<file path="src/rtl/cache_pkg.sv">
package cache_pkg;
  typedef enum logic [2:0] {
    ST_IDLE,
    ST_LOOKUP,
    ST_EVICT,
    ST_FILL,
    ST_STORE,
    ST_RESPOND
  } cache_state_e;
endpackage

</file>
<file path="src/rtl/cache_line_store.sv">
module cache_line_store #(
  parameter int SETS       = 2,
  parameter int WAYS       = 2,
  parameter int SET_W      = 1,
  parameter int WAY_W      = 1,
  parameter int TAG_W      = 2,
  parameter int BLK_W      = 16,
  parameter bit KEEP_DIRTY = 1'b1
) (
  input  logic                        clk_i,
  input  logic                        rst_ni,
  input  logic [SET_W-1:0]            rd_set_i,
  output logic [WAYS-1:0]             rd_valid_o,
  output logic [WAYS-1:0]             rd_dirty_o,
  output logic [WAYS-1:0][TAG_W-1:0]  rd_tag_o,
  output logic [WAYS-1:0][BLK_W-1:0]  rd_data_o,
  input  logic                        wr_en_i,
  input  logic [SET_W-1:0]            wr_set_i,
  input  logic [WAY_W-1:0]            wr_way_i,
  input  logic [TAG_W-1:0]            wr_tag_i,
  input  logic [BLK_W-1:0]            wr_data_i,
  input  logic                        wr_dirty_i
);
  logic             valid_q [SETS][WAYS];
  logic [TAG_W-1:0] tag_q   [SETS][WAYS];
  logic [BLK_W-1:0] data_q  [SETS][WAYS];

  always_ff @(posedge clk_i or negedge rst_ni) begin
    if (!rst_ni) begin
      for (int s = 0; s < SETS; s++)
        for (int w = 0; w < WAYS; w++)
          valid_q[s][w] <= 1'b0;
    end else if (wr_en_i) begin
      valid_q[wr_set_i][wr_way_i] <= 1'b1;
    end
  end

  always_ff @(posedge clk_i) begin
    if (wr_en_i) begin
      tag_q[wr_set_i][wr_way_i]  <= wr_tag_i;
      data_q[wr_set_i][wr_way_i] <= wr_data_i;
    end
  end

  for (genvar w = 0; w < WAYS; w++) begin : g_rd
    assign rd_valid_o[w] = valid_q[rd_set_i][w];
    assign rd_tag_o[w]   = tag_q[rd_set_i][w];
    assign rd_data_o[w]  = data_q[rd_set_i][w];
  end

  if (KEEP_DIRTY) begin : g_dirty
    logic dirty_q [SETS][WAYS];
    always_ff @(posedge clk_i or negedge rst_ni) begin
      if (!rst_ni) begin
        for (int s = 0; s < SETS; s++)
          for (int w = 0; w < WAYS; w++)
            dirty_q[s][w] <= 1'b0;
      end else if (wr_en_i) begin
        dirty_q[wr_set_i][wr_way_i] <= wr_dirty_i;
      end
    end
    for (genvar w = 0; w < WAYS; w++) begin : g_rdd
      assign rd_dirty_o[w] = dirty_q[rd_set_i][w];
    end
  end else begin : g_no_dirty
    assign rd_dirty_o = '0;
  end
endmodule

</file>
<file path="src/rtl/cache_tag_match.sv">
module cache_tag_match #(
  parameter int WAYS  = 2,
  parameter int WAY_W = 1,
  parameter int TAG_W = 2
) (
  input  logic [WAYS-1:0]            valid_i,
  input  logic [WAYS-1:0][TAG_W-1:0] tags_i,
  input  logic [TAG_W-1:0]           tag_i,
  output logic [WAYS-1:0]            hit_vec_o,
  output logic                       hit_o,
  output logic [WAY_W-1:0]           hit_way_o
);
  for (genvar w = 0; w < WAYS; w++) begin : g_cmp
    assign hit_vec_o[w] = valid_i[w] && (tags_i[w] == tag_i);
  end

  assign hit_o = |hit_vec_o;

  always_comb begin
    hit_way_o = '0;
    for (int w = 0; w < WAYS; w++)
      if (hit_vec_o[w]) hit_way_o = WAY_W'(w);
  end
endmodule

</file>
<file path="src/rtl/cache_victim_sel.sv">
module cache_victim_sel #(
  parameter int WAYS  = 2,
  parameter int WAY_W = 1
) (
  input  logic [WAYS-1:0]  valid_i,
  input  logic [WAY_W-1:0] repl_way_i,
  output logic [WAY_W-1:0] victim_o
);
  // free way first, lowest index wins; policy input only for a full set
  always_comb begin
    logic found;
    found    = 1'b0;
    victim_o = repl_way_i;
    for (int w = 0; w < WAYS; w++) begin
      if (!valid_i[w] && !found) begin
        victim_o = WAY_W'(w);
        found    = 1'b1;
      end
    end
  end
endmodule

</file>
<file path="src/rtl/cache_2way_sa.sv">
module cache_2way_sa
  import cache_pkg::*;
#(
  parameter int TAG_W      = 2,
  parameter int SET_W      = 1,
  parameter int OFF_W      = 1,
  parameter int WAYS       = 2,
  parameter int WRITE_BACK = 1,
  localparam int ADDR_W    = TAG_W + SET_W + OFF_W,
  localparam int BADDR_W   = TAG_W + SET_W,
  localparam int BLK_W     = 8 << OFF_W,
  localparam int WAY_W     = (WAYS > 1) ? $clog2(WAYS) : 1
) (
  input  logic               clk_i,
  input  logic               rst_ni,
  input  logic               req_valid_i,
  output logic               req_ready_o,
  input  logic               req_we_i,
  input  logic [ADDR_W-1:0]  req_addr_i,
  input  logic [7:0]         req_wdata_i,
  output logic               rsp_valid_o,
  output logic [7:0]         rsp_rdata_o,
  output logic [SET_W-1:0]   repl_set_o,
  input  logic [WAY_W-1:0]   repl_way_i,
  output logic               use_valid_o,
  output logic [SET_W-1:0]   use_set_o,
  output logic [WAY_W-1:0]   use_way_o,
  output logic               mem_req_o,
  output logic               mem_we_o,
  output logic [BADDR_W-1:0] mem_addr_o,
  output logic [BLK_W-1:0]   mem_wdata_o,
  input  logic               mem_ack_i,
  input  logic [BLK_W-1:0]   mem_rdata_i
);
  localparam int SETS    = 1 << SET_W;
  localparam bit WB_MODE = (WRITE_BACK != 0);

  cache_state_e     state_q;
  logic             we_q;
  logic [TAG_W-1:0] tag_q;
  logic [SET_W-1:0] set_q;
  logic [OFF_W-1:0] off_q;
  logic [7:0]       wdata_q;
  logic [WAY_W-1:0] way_q;
  logic [TAG_W-1:0] vic_tag_q;
  logic [BLK_W-1:0] vic_data_q;
  logic [BLK_W-1:0] blk_q;

  logic [WAYS-1:0]            rd_valid, rd_dirty, hit_vec;
  logic [WAYS-1:0][TAG_W-1:0] rd_tag;
  logic [WAYS-1:0][BLK_W-1:0] rd_data;
  logic                       hit;
  logic [WAY_W-1:0]           hit_way, victim;
  logic                       wr_en, wr_dirty;
  logic [WAY_W-1:0]           wr_way;
  logic [BLK_W-1:0]           wr_data, merged_hit, merged_fill;

  cache_line_store #(
    .SETS(SETS), .WAYS(WAYS), .SET_W(SET_W), .WAY_W(WAY_W),
    .TAG_W(TAG_W), .BLK_W(BLK_W), .KEEP_DIRTY(WB_MODE)
  ) u_store (
    .clk_i, .rst_ni,
    .rd_set_i(set_q), .rd_valid_o(rd_valid), .rd_dirty_o(rd_dirty),
    .rd_tag_o(rd_tag), .rd_data_o(rd_data),
    .wr_en_i(wr_en), .wr_set_i(set_q), .wr_way_i(wr_way),
    .wr_tag_i(tag_q), .wr_data_i(wr_data), .wr_dirty_i(wr_dirty)
  );

  cache_tag_match #(.WAYS(WAYS), .WAY_W(WAY_W), .TAG_W(TAG_W)) u_match (
    .valid_i(rd_valid), .tags_i(rd_tag), .tag_i(tag_q),
    .hit_vec_o(hit_vec), .hit_o(hit), .hit_way_o(hit_way)
  );

  cache_victim_sel #(.WAYS(WAYS), .WAY_W(WAY_W)) u_victim (
    .valid_i(rd_valid), .repl_way_i(repl_way_i), .victim_o(victim)
  );

  always_comb begin
    merged_hit = rd_data[hit_way];
    if (we_q) merged_hit[{off_q, 3'b000} +: 8] = wdata_q;
    merged_fill = mem_rdata_i;
    if (we_q) merged_fill[{off_q, 3'b000} +: 8] = wdata_q;
  end

  always_comb begin
    wr_en    = 1'b0;
    wr_way   = way_q;
    wr_data  = merged_fill;
    wr_dirty = 1'b0;
    if (state_q == ST_LOOKUP && hit && we_q) begin
      wr_en    = 1'b1;
      wr_way   = hit_way;
      wr_data  = merged_hit;
      wr_dirty = WB_MODE;
    end else if (state_q == ST_FILL && mem_ack_i) begin
      wr_en    = 1'b1;
      wr_dirty = WB_MODE && we_q;
    end
  end

  always_ff @(posedge clk_i or negedge rst_ni) begin
    if (!rst_ni) begin
      state_q    <= ST_IDLE;
      we_q       <= 1'b0;
      tag_q      <= '0;
      set_q      <= '0;
      off_q      <= '0;
      wdata_q    <= '0;
      way_q      <= '0;
      vic_tag_q  <= '0;
      vic_data_q <= '0;
      blk_q      <= '0;
    end else begin
      unique case (state_q)
        ST_IDLE: if (req_valid_i) begin
          we_q    <= req_we_i;
          {tag_q, set_q, off_q} <= req_addr_i;
          wdata_q <= req_wdata_i;
          state_q <= ST_LOOKUP;
        end
        ST_LOOKUP: begin
          if (hit) begin
            way_q   <= hit_way;
            blk_q   <= merged_hit;
            state_q <= (we_q && !WB_MODE) ? ST_STORE : ST_RESPOND;
          end else begin
            way_q      <= victim;
            vic_tag_q  <= rd_tag[victim];
            vic_data_q <= rd_data[victim];
            state_q    <= (WB_MODE && rd_valid[victim] && rd_dirty[victim])
                          ? ST_EVICT : ST_FILL;
          end
        end
        ST_EVICT: if (mem_ack_i) state_q <= ST_FILL;
        ST_FILL: if (mem_ack_i) begin
          blk_q   <= merged_fill;
          state_q <= (we_q && !WB_MODE) ? ST_STORE : ST_RESPOND;
        end
        ST_STORE: if (mem_ack_i) state_q <= ST_RESPOND;
        ST_RESPOND: state_q <= ST_IDLE;
        default: state_q <= ST_IDLE;
      endcase
    end
  end

  assign req_ready_o = (state_q == ST_IDLE);
  assign rsp_valid_o = (state_q == ST_RESPOND);
  assign rsp_rdata_o = blk_q[{off_q, 3'b000} +: 8];
  assign repl_set_o  = set_q;
  assign use_valid_o = (state_q == ST_RESPOND);
  assign use_set_o   = set_q;
  assign use_way_o   = way_q;
  assign mem_req_o   = (state_q == ST_EVICT) || (state_q == ST_FILL) || (state_q == ST_STORE);
  assign mem_we_o    = (state_q == ST_EVICT) || (state_q == ST_STORE);
  assign mem_addr_o  = (state_q == ST_EVICT) ? {vic_tag_q, set_q} : {tag_q, set_q};
  assign mem_wdata_o = (state_q == ST_EVICT) ? vic_data_q : blk_q;
endmodule

</file>
<file path="config.mk">
export PLATFORM = sky130hd
export DESIGN_NAME = cache_2way_sa
export DESIGN_NICKNAME = d
export VERILOG_FILES = /design/src/rtl/cache_pkg.sv /design/src/rtl/cache_line_store.sv /design/src/rtl/cache_tag_match.sv /design/src/rtl/cache_victim_sel.sv /design/src/rtl/cache_2way_sa.sv
export SDC_FILE = /design/constraint.sdc
export NUM_CORES = 1
export LEC_CHECK = 0
export BUFFER_PORTS_ARGS = -buffer_cell sky130_fd_sc_hd__buf_2
export CORE_UTILIZATION = 47
export DETAILED_ROUTE_END_ITERATION = 10
export PLACE_DENSITY = 0.71
export RECOVER_POWER = 50
export SYNTH_ARGS = -nofsm -noshare
export SYNTH_HDL_FRONTEND = slang
export SYNTH_SLANG_ARGS = --single-unit
</file>
<file path="constraint.sdc">
create_clock -name clk_i -period 2.4 [get_ports clk_i]
set_input_delay 0.72 -clock clk_i [delete_from_list [all_inputs] [get_ports clk_i]]
set_output_delay 0.72 -clock clk_i [all_outputs]
set_load 0.05 [all_outputs]
</file>
Yosys cells after proc, flatten, opt, wreduce, memory -nomap -nowiden:

Memory sizes are Yosys's and may differ from the RTL's.
Cells that the tools add are included.

* register bits: 59
* RAM bits: 72
* bits of input ports: 34
* output and inout bits: 35
* memories kept: 2

Memories
* u_store.data_q: words 2, bits a word 32, rd ports 1, clocked after Yosys merged registers in 0, wr ports 1, RTL line cache_line_store.sv:26 `logic [BLK_W-1:0] data_q [SETS][WAYS];`
* u_store.tag_q: words 2, bits a word 4, rd ports 1, clocked after Yosys merged registers in 0, wr ports 1, RTL line cache_line_store.sv:25 `logic [TAG_W-1:0] tag_q [SETS][WAYS];`

* $add $sub $neg: 1
* magnitude comparators: 6
* equality and inequality tests: 12
* shift operators: 3
* mux-type cells: 53
* bitwise logic cells: 4
* reductions and logical operators: 21

Operators by type and width (number)
* 2-to-1 mux 16 bit: 11
* bitwise mux 16 bit: 2
* 2-to-1 mux 32 bit: 1
* case mux 16 bit (2 select lines): 1
* 2-to-1 mux 2 bit: 10
* demux 16 bit (select 1 bit): 1
* 2-to-1 mux 1 bit: 16
* variable shift 8 x 6 -> 16 bit, first input constant: 1
* variable part select 16 x 5 -> 8 bit: 1
* variable part select 8 x 6 -> 16 bit: 1
* 2-to-1 mux 3 bit: 5
* case mux 3 bit (4 select lines): 1
* logical AND 1 bit: 9
* != test 2 bit, second input constant: 4
* equality test 3 x 2 -> 1 bit, second input constant: 2
* equality test 3 bit, second input constant: 2
* negation 4 -> 6 bit: 1
* AND reduction 3 bit: 2
* bitwise mux 4 bit: 1
* demux 2 bit (select 1 bit): 2
* equality test 2 bit: 2
* greater-or-equal comparator 2 bit, second input constant: 2
* < comparator 1 x 2 -> 1 bit, second input constant: 2
* < comparator 2 x 1 -> 1 bit, second input constant: 2
* other kinds (13): 18

Logic depth before layout (Yosys ltp):

Gate-level depths: netlist of the first run.

* word-level depth: 17
* depth in mapped cells: 10

Modules after synthesis:

From an unflattened synthesis of the first run, not the netlist that was laid out.

* cells, all modules: 497
* area, all modules: 6567.5 um^2

By module, submodules not included
* cache_2way_sa: instances 1, cells an instance 349, area an instance 3527.1 um^2, sequential area each 1276.2 um^2
* cache_line_store: instances 1, cells an instance 138, area an instance 2967.8 um^2, sequential area each 2362.3 um^2
* cache_tag_match: instances 1, cells an instance 8, area an instance 61.3 um^2, sequential area each 0.0 um^2
* cache_victim_sel: instances 1, cells an instance 2, area an instance 11.3 um^2, sequential area each 0.0 um^2

Least setup slack after synthesis of the first run:

OpenSTA, ideal clock, no wires.

* kind: reg-to-reg
* start: register set_q (netlist: repl_set_o)
* end: register u_store.g_dirty.dirty_q[2] in the netlist's numbering
* arrival: 2.891 ns
* required time: 2.275 ns
* path slack: -0.615 ns
* cell stages (with the launch flop): 7
* period minus slack after synthesis: 3.015 ns
* cell sequence: dfrtp_1 -> buf_4 -> mux2i_4 -> xnor2_2 -> o31ai_1 -> nor2b_1 -> mux2_2

* word-level cells in the longest chain between the ends: 17

Ends and longest elaborated chain
* start: declaration: RTL line cache_2way_sa.sv:41 `logic [SET_W-1:0] set_q;`
* start signal: assignment: RTL line cache_2way_sa.sv:117 `{tag_q, set_q, off_q} <= req_addr_i;`
* NOT 1 -> 2 bit (implied by the code): RTL line cache_line_store.sv:46, cache_line_store.sv:59
* 2-to-1 mux 2 bit (implied by the code) (3 in a row): RTL line cache_line_store.sv:46 `assign rd_valid_o[w] = valid_q[rd_set_i][w];`
* logical AND 1 bit: RTL line cache_tag_match.sv:14 `assign hit_vec_o[w] = valid_i[w] && (tags_i[w] == tag_i);`
* OR reduction 2 bit: RTL line cache_tag_match.sv:17 `assign hit_o = |hit_vec_o;`
* logical AND 1 bit (2 in a row): RTL line cache_2way_sa.sv:90 `if (state_q == ST_LOOKUP && hit && we_q) begin`
* 2-to-1 mux 1 bit: RTL line cache_2way_sa.sv:90
* NOT 1 -> 2 bit (implied by the code): RTL line cache_line_store.sv:59 `dirty_q[wr_set_i][wr_way_i] <= wr_dirty_i;`
* greater-or-equal comparator 2 bit (implied by the code) or < comparator 2 x 1 -> 1 bit (tied branches): RTL line cache_line_store.sv:59
* logical AND 1 bit (implied by the code): RTL line cache_line_store.sv:59
* 2-to-1 mux 1 bit (implied by the code): RTL line cache_line_store.sv:59
* demux 1 bit (select 1 bit): RTL line cache_line_store.sv:59
* 2-to-1 mux 2 bit (implied by the code): RTL line cache_line_store.sv:59
* demux 2 bit (select 1 bit): RTL line cache_line_store.sv:59
* bitwise mux 4 bit: RTL line cache_line_store.sv:59
* end signal: indexed assignment: RTL line cache_line_store.sv:59
* end: declaration: RTL line cache_line_store.sv:52 `logic dirty_q [SETS][WAYS];`

Several ways; a longest one is shown, not always the timed one. The select of a mux whose other input is x is not followed.
A chain may end at the register's enable or synchronous reset.

Final worst setup path of the first run:

* start: register state_q[2]
* end: output mem_wdata_o[8]

* word-level cells in the longest chain between the ends: 2

Ends and longest elaborated chain
* start: declaration: RTL line cache_2way_sa.sv:38 `cache_state_e state_q;`
* start signal: assignment: RTL line cache_2way_sa.sv:125 `state_q <= (we_q && !WB_MODE) ? ST_STORE : ST_RESPOND;`
* start signal: assignment: RTL line cache_2way_sa.sv:130 `state_q <= (WB_MODE && rd_valid[victim] && rd_dirty[victim])`
* start signal: assignment: RTL line cache_2way_sa.sv:137 `state_q <= (we_q && !WB_MODE) ? ST_STORE : ST_RESPOND;`
* equality test 3 x 2 -> 1 bit: RTL line cache_2way_sa.sv:156 `assign mem_wdata_o = (state_q == ST_EVICT) ? vic_data_q : blk_q;`
* 2-to-1 mux 16 bit: RTL line cache_2way_sa.sv:156
* end: declaration: RTL line cache_2way_sa.sv:31 `output logic [BLK_W-1:0] mem_wdata_o,`

Every way passes these cells.

==> results.yml, run 1 <==
place:
  globalplace.congestion: 0.8600
  dpl.cell_count: 740
  io_buffers: 68
  dp_hpwl_mm: 10.89
global_routing:
  use_met1: 0.3353
  overflow: 0
  grt_pass1_wl_mm: 26.63
  gr-usage-met2: 0.3958
  antenna_found_initial: 0
  top_usage_layer: "met2"
  grt_start_max_net_pins: 60
  grt_pass1_vias: 4656
  gr-usage-met3: 0.05991
  grt_usage: 0.2548
routing:
  post_drt_via_cell_ratio: 6.026
  first_pass_iters: 5
  vias: 4682
  drc: 0
  routedWlPerCell_um: 22.68
  drtIter0Drc: 466
  wl_mm: 17.63
  final_antenna_net_count: 0
logic_synthesis:
  synth_top_area_cell: "edfxtp_1"
  syn_area_sq_mm: 0.006583
  synthArstFlopShare: 0.4504
  ys.warnings.count: 0
  syn_nets: 541
  synth_edf_count: 72
  netlist_instances: 507
  seq_area_frac_synth: 0.5527
  ys_top_cells_by_count: "edfxtp_1 (72), mux2i_1 (65), dfrtp_1 (59)"
  synth_ff_type: "edfxtp_1"
  yosysTopAreaCellShare: 0.3285
  yosysMostFrequentCell: "edfxtp_1"
  avgSynthCellArea_sq_um: 12.98
  synth_area_leaders: "edfxtp_1 (33%), dfrtp_1 (22%), mux2i_1 (9.9%)"
  synth_cell_types: 44
  ys_seq_elements: 131
cts:
  clockBufferDepth: 2
  cts_tree: "yes"
  cts-root-buf: "clkbuf_16"
  h-tree-depth: 4
  clk-insertion-delay-late_ns: 0.42
  clk_pin_slew_ns: 0.05
  cts-buffers-inserted: 17
  cts_hold_buf: 0
  cts_num_sinks: 131
sta:
  hold_viol: 0
  fmax_mhz: 391.7
  period_share: 1.064
  layout_setup_ws_ns: -0.1529
  finalMaxSlewViolations: 60
  period_needed_ns: 2.553
  grt_setup_unrepaired: "yes"
  tightest_slew_ns: 1.627
  tns_ns: -3.487
  setup_violations: 53
  skew_ns: 0.008447
  maxSlewHeadroom: -0.08449
floorplanning:
  io_pins: 69
  die_x_um: 120.3
  core_sq_mm: 0.01345
  dieArea_sq_mm: 0.01448
  die_h_um: 120.3
  start_util: 0.4893
  num_rows: 42
min_path:
  hp-class: "flop to flop"
critical_path:
  required_ns: 1.68
  critPathArrivalTime_ns: 1.83
  cp_max_fo: 5
  critical_path.startpoint_type: "flop"
  end_kind: "output port"
  critPathKind: "flop to output port"
finish:
  drive_gt1_frac: 0.3644
  multi_input_area_sq_mm: 0.002859
  register_area_sq_mm: 0.003641
  final_cells: 777
  fillCellCount: 1040
  area_growth_pct: 24.94
  diodes: 0
  nets: 622
  final_util: 0.6113
job:
  maxCapViolations: 1
power:
  p_clk_frac: 0.190
  p_switching_mw: 5.999
  power.internal_mw: 8.179
  peakVddDrop_v: 0.0008577
  pwr-share-comb: 0.531
  swShare: 0.4231
  power_frac_seq: 0.279
  cellPowerDensity_mw_per_mm2: 1724
  leakagePower_nw: 3.280
status:
  failed_checks: "max-capacitance violations, max-slew violations, negative setup slack"
  status: "finished with violations"
## layout make-up
class | count | area share
Tap cell | 176 | 0.02678
Sequential cell | 131 | 0.4427
Timing Repair Buffer | 100 | 0.1056
Inverter | 7 | 0.003195
Clock inverter | 11 | 0.01932
Multi-Input combinational cell | 331 | 0.3476
Clock buffer | 21 | 0.05477
## kinds of logic after synthesis
family                 count (synthesis)  synth area share
AND/OR/NAND/NOR                       78           0.06139
AO/OA/AOI/OAI                        119            0.1239
buffers and inverters                 45           0.03536
flip-flops                           131            0.5527
XOR/XNOR                               6          0.009126
multiplexers                         128            0.2174
## critical path: stages, from the launching register on
cell and delay, ns:
dfrtp_1 0.39, nand2b_4 0.16, nor2_4 0.11, buf_6 0.14, buf_12 0.14, mux2_4 0.32
buf_8 0.15
## state kept, by name, indices dropped and copies added (netlist names)
signal	cells
we_q	1
u_store.data_q	64
vic_tag_q	2
repl_set_o	1
tag_q	2
vic_data_q	16
u_store.g_dirty.dirty_q	4
wdata_q	8
state_q	3
u_store.valid_q	4
use_way_o	1
u_store.tag_q	8
blk_q	16
off_q	1
## power by group through the flow
stage	Combinational (mW)	Sequential, mW	Clock [mW]
2_1_floorplan	5.31	3.66	0
3_3_place_gp	6.61	3.93	0
3_5_place_dp	6.74	3.95	0
4_1_cts	7.36	3.93	2.71
5_1_grt	7.98	4.01	2.80
6_report	7.53	3.95	2.69
## placed cells by master (no fill, tap or decap), types with 12 or more instances in the layout
master and instances:
o31ai_1 17, mux2i_1 65, clkbuf_16 17, dfrtp_1 57, a21oi_1 29, buf_2 44
buf_4 17, nand2_1 29, a211oi_1 48, edfxtp_1 72, buf_6 12, mux2_4 21
mux2_2 39
## path summary, 6_finish.rpt
path	startpoint	to	slack, ns	depth (start not counted)
max	state_q[2]	mem_wdata_o[8]	-0.15	6
min	u_store.valid_q[2]	u_store.valid_q[2]	0.50	1
max reg2reg	repl_set_o	u_store.data_q[0][17]	-0.06	6
min reg2reg	u_store.valid_q[2]	u_store.valid_q[2]	0.50	1
max in group asynchronous	rst_ni	off_q	0.52	2
min in group asynchronous	rst_ni	vic_data_q[1]	0.80	2
## through the flow
step	hold slack, ns	instance area, sq um	setup slack, ns	total power, mW
final	0.4953	8224	-0.1529	14.18
after global routing	0.5205	8224	-0.1932	14.79
after CTS	0.3205	8210	-0.1901	14.00
after detailed placement	0.4787	7317	0.06791	10.69
after global placement	0.4827	7317	0.1346	10.54
after floorplan	0.4244	6635	-0.08893	8.974
## metal layers
metal	wire length (um)	share of wire
met5	0	0
met4	688	0.039
met3	1072	0.061
met2	8362	0.47
met1	7502	0.43
## repair_timing
| action | 4_1_cts | 5_1_grt |
|---|---|---|
| resized for setup | 61 | 19 |
| pin swaps | 1 | 1 |
| gates cloned | 2 | 0 |
| buffers inserted | 3 | 1 |
| endpoints found under the setup margin | 30 | 66 |
No activity file was read; power rests on OpenSTA's default activity.
==> run 2: changes to the inputs <==
Settings changed: CAP_MARGIN set to 20, PLACE_DENSITY 0.71 to 0.68.
Clock period 2.4 ns to 3.1 ns, I/O delays scaled along.
==> run 2 against run 1 <==
  * The run ends with max-capacitance violations, max-slew violations left
  * Clock power fell by 21%
  * Core utilization fell by 4.1 points
  * Sequential power fell by 23%
  * Die area did not move
  * Flip-flop and latch count did not move
  * Routed wire length fell by 7.4%
  * Critical path type unchanged
  * Critical path depth fell by 1
  * Non-clock buffer count fell by 10
  * Global-route usage fell by 1.5 points
  * Clock skew rose by 0.00052 ns
  * Sequential share of layout area rose by 3.1 points
  * Setup slack improved by 0.22 ns
==> results.yml, run 2 (synthesized netlist as in run 1, its figures left out) <==
sta:
  period_needed_ns: 3.030
  fmax_mhz: 330.0
  maxSlewHeadroom: -0.3794
  hold_viol: 0
  period_share: 0.9774
  finalMaxSlewViolations: 36
  skew_ns: 0.008966
  setup_violations: 0
  tns_ns: 0
  tightest_slew_ns: 2.069
  grt_setup_unrepaired: "no"
critical_path:
  end_kind: "output port"
  required_ns: 2.17
  critPathArrivalTime_ns: 2.10
  rr_startpoint: "repl_set_o"
  critPathKind: "flop to output port"
  r2r_cells: 5
  cp_max_fo: 17
  critical_path.startpoint_type: "flop"
  ff2ff_setup_slack_ns: 0.20
  r2r_end: "vic_data_q[7]"
routing:
  wl_mm: 16.32
  routedWlPerCell_um: 21.28
  drtIter0Drc: 473
  drc: 0
  post_drt_via_cell_ratio: 5.910
  final_antenna_net_count: 0
  vias: 4533
  first_pass_iters: 5
min_path:
  holdPathStages: 1
  min_from: "vic_data_q[14]"
  hp-class: "flop to flop"
  hold_path_end: "vic_data_q[14]"
finish:
  area_growth_pct: 16.61
  nets: 612
  final_common_cell: "edfxtp_1"
  final_cell_mix: "edfxtp_1 (72), mux2i_1 (66), buf_2 (60)"
  reg_top3: "u_store.data_q: 64 flops, blk_q: 16 flops, vic_data_q: 16 flops"
  largest_reg_flops: 64
  regMostFlops: "u_store.data_q"
  final_cells: 767
  fillCellCount: 1127
  diodes: 0
  drive_gt1_frac: 0.2978
floorplanning:
  io_pins: 69
  dieArea_sq_mm: 0.01448
  die_h_um: 120.3
  core_sq_mm: 0.01345
  start_util: 0.4893
  die_x_um: 120.3
  num_rows: 42
cts:
  post_cts_buffers: 0
  cts-root-buf: "clkbuf_16"
  clk-insertion-delay-late_ns: 0.43
  clockBufferDepth: 2
  cts_num_sinks: 131
  h-tree-depth: 4
  cts-buffers-inserted: 17
  cts_tree: "yes"
  clk_pin_slew_ns: 0.05
place:
  globalplace.congestion: 0.8481
  dpl.cell_count: 735
  io_buffers: 68
  dp_hpwl_mm: 11.05
global_routing:
  grt_start_max_net_pins: 36
  grt_pass1_vias: 4449
  antenna_found_initial: 0
  overflow: 0
  grt_pass1_wl_mm: 25.07
  grt_usage: 0.2395
status:
  failed_checks: "max-capacitance violations, max-slew violations"
  status: "finished with violations"
power:
  leakagePower_nw: 3.069
  peakVddDrop_v: 0.0006104
  cellPowerDensity_mw_per_mm2: 1309
job:
  maxCapViolations: 1
## run 2: final cells by class
| class | instances | area [sq um] | share of cell area |
|---|---|---|---|
| clock inverters | 10 | 153.9 | 0.02005 |
| clock buffers | 22 | 474.2 | 0.06178 |
| flip-flops and latches | 131 | 3640 | 0.4742 |
| multi-input cells | 331 | 2661 | 0.3467 |
| well taps | 176 | 220.2 | 0.02869 |
| inverters | 7 | 26.28 | 0.003423 |
| repair buffers | 90 | 500.5 | 0.06520 |
## run 2: worst max-delay path by stage
stage                            endpoint  slack (ns)        from  cells past startpoint
2_1_floorplan  u_store.g_dirty.dirty_q[2]        0.08  repl_set_o                      6
3_3_place_gp   u_store.g_dirty.dirty_q[3]        0.13  repl_set_o                      6
3_5_place_dp   u_store.g_dirty.dirty_q[3]        0.33  repl_set_o                      7
4_1_cts                   mem_wdata_o[15]        0.04  state_q[2]                      5
5_1_grt                   mem_wdata_o[15]        0.03  state_q[2]                      5
6_report                  mem_wdata_o[15]        0.07  state_q[2]                      5
## run 2: worst max-delay path: stages, from the launching register on
cell and delay (ns):
dfrtp_1 0.46, nand2b_2 0.26, nor2_4 0.16, buf_12 0.20, mux2_2 0.37, buf_2 0.21
## run 2: per-stage QoR
stage                 util  worst slack [ns]  hold WS [ns]  instance area [sq um]  total power, mW
floorplan                -           0.08473        0.4546                   6583            6.885
global placement    0.5292            0.1349        0.4802                   7119            7.913
detailed placement  0.5303            0.3306        0.4821                   7134            8.081
CTS                 0.5783           0.04257        0.4973                   7780            10.24
global route        0.5706           0.02629        0.5008                   7676            10.54
finish              0.5706           0.07007        0.4875                   7676            10.05
## run 2: power by group
part / internal, mW / switching, mW
Combinational: 1.74 / 3.13
Sequential: 2.57 / 0.485
Clock: 1.40 / 0.725
## run 2: layer usage
layer | vias to the layer above | routed length (um) | share of wire | track usage
met1 | 2259 | 7117 | 0.44 | 0.3149
met4 | 0 | 439 | 0.027 | 0.1157
met2 | 155 | 7791 | 0.48 | 0.3811
met5 | - | 0 | 0 | 0
li1 | 2086 | - | - | -
met3 | 33 | 974 | 0.060 | 0.04670
## run 2: what timing repair did
| item | 4_1_cts | 5_1_grt |
|---|---|---|
| endpoints found under the setup margin | 17 | 1 |
| hold buffers | 0 | 0 |
| hold endpoints to repair | 0 | 0 |
| pin swaps | 0 | 0 |
| resized for setup | 4 | 1 |
==> run 3: changes to the inputs <==
Settings changed: MAX_ROUTING_LAYER set to met4.
==> run 3 against run 2 <==
  * The run still ends with max-capacitance violations, max-slew violations left
  * Largest cell class unchanged
  * Via count up 0.13%
  * Register-to-register slack about the same
  * Final cell count unchanged
  * Global-route usage up 0.75 points
  * Sequential share of layout area about the same
  * Critical endpoint unchanged
==> results.yml, run 3 (synthesized netlist as in run 1, its figures left out) <==
place:
  dp_hpwl_mm: 11.05
  globalplace.congestion: 0.8615
  dpl.cell_count: 735
  io_buffers: 68
  placed_area_sq_mm: 0.007134
finish:
  multi_input_area_sq_mm: 0.002665
  drive_gt1_frac: 0.2995
  final_cells: 767
  register_area_sq_mm: 0.003640
  final_cell_mix: "edfxtp_1 (72), mux2i_1 (66), buf_2 (60)"
  diodes: 0
  fillCellCount: 1128
  area_growth_pct: 16.67
  final_common_cell: "edfxtp_1"
  postLayoutCellArea_sq_mm: 0.007680
  regMostFlops: "u_store.data_q"
  reg_top3: "u_store.data_q: 64 flops, blk_q: 16 flops, vic_data_q: 16 flops"
  nets: 612
  final_util: 0.5709
  largest_reg_flops: 64
critical_path:
  critical_path.startpoint_type: "flop"
  end_kind: "output port"
  cp_max_fo: 17
  critPathArrivalTime_ns: 2.10
  required_ns: 2.17
  critPathKind: "flop to output port"
sta:
  maxSlewHeadroom: -0.3586
  fmax_mhz: 330.2
  grt_setup_unrepaired: "no"
  tightest_slew_ns: 2.038
  finalMaxSlewViolations: 36
  skew_ns: 0.009242
  hold_viol: 0
  tns_ns: 0
  period_needed_ns: 3.029
  setup_violations: 0
  period_share: 0.9770
routing:
  wl_mm: 16.37
  drtIter0Drc: 445
  drc: 0
  vias: 4539
  first_pass_iters: 5
  final_antenna_net_count: 0
  routedWlPerCell_um: 21.34
  post_drt_via_cell_ratio: 5.918
cts:
  clk_pin_slew_ns: 0.05
  ctsResizeCount: 4
  cts_tree: "yes"
  cts-root-buf: "clkbuf_16"
  clockBufferDepth: 2
  clk-insertion-delay-late_ns: 0.43
  h-tree-depth: 4
  cts-buffers-inserted: 17
  post_cts_buffers: 0
  cts_num_sinks: 131
  cts_hold_buf: 0
status:
  status: "finished with violations"
  failed_checks: "max-capacitance violations, max-slew violations"
floorplanning:
  core_sq_mm: 0.01345
  num_rows: 42
  die_x_um: 120.3
  io_pins: 69
  start_util: 0.4893
  dieArea_sq_mm: 0.01448
  die_h_um: 120.3
global_routing:
  antenna_found_initial: 0
  grt_usage: 0.2470
  grt_start_max_net_pins: 36
  grt_pass1_vias: 4452
  overflow: 0
  grt_pass1_wl_mm: 25.07
power:
  p_total_mw: 10.07
  power_frac_seq: 0.304
  p_switching_mw: 4.350
  cellPowerDensity_mw_per_mm2: 1312
  peakVddDrop_v: 0.0006118
  p_clk_frac: 0.212
  power.internal_mw: 5.725
  leakagePower_nw: 3.072
  swShare: 0.4318
  pwr-share-comb: 0.485
min_path:
  hp-class: "flop to flop"
job:
  maxCapViolations: 1
## run 3: worst paths after layout
check | start | endpoint | slack, ns | depth (start not counted)
hold / removal | vic_data_q[7] | vic_data_q[7] | 0.49 | 1
setup / recovery | state_q[2] | mem_wdata_o[15] | 0.07 | 5
setup reg to reg | repl_set_o | vic_data_q[7] | 0.19 | 5
max in group asynchronous | rst_ni | repl_set_o | 0.72 | 1
min in group asynchronous | rst_ni | repl_set_o | 1.08 | 1
hold reg to reg | vic_data_q[7] | vic_data_q[7] | 0.49 | 1
## run 3: power groups by stage
stage                     combinational (mW)  sequential [mW]  clock, mW
after floorplan                         4.05             2.83          0
after global placement                  4.85             3.06          0
after detailed placement                4.99             3.09          0
after CTS                               5.04             3.06       2.14
after global routing                    5.22             3.12       2.22
final                                   4.88             3.06       2.13
## run 3: metal layers
layer  up-vias  global-route usage  part of all wire
li1       2079                   -                 -
met1      2269              0.3174              0.43
met2       160              0.3797              0.48
met3        31             0.05566             0.064
met4         0              0.1019             0.024
met5         -                   -                 0
## run 3: worst max-delay path: stages (launching register included)
cell and delay (ns):
dfrtp_1 0.46, nand2b_2 0.26, nor2_4 0.16, buf_12 0.20
mux2_2 0.36, buf_2 0.21
## run 3: layout make-up
cell class                 count  area share
sequential                   131      0.4739
multi-input combinational    331      0.3470
timing repair buffer          90     0.06517
clock buffer                  22     0.06175
tap                          176     0.02867
clock inverter                10     0.02004
inverter                       7    0.003421
## run 3: per-stage QoR
stage               hold WS, ns  setup slack, ns
global placement         0.4802           0.1349
floorplan                0.4546          0.08473
finish                   0.4890          0.07143
global route             0.5008          0.02183
detailed placement       0.4821           0.3306
CTS                      0.4973          0.04257
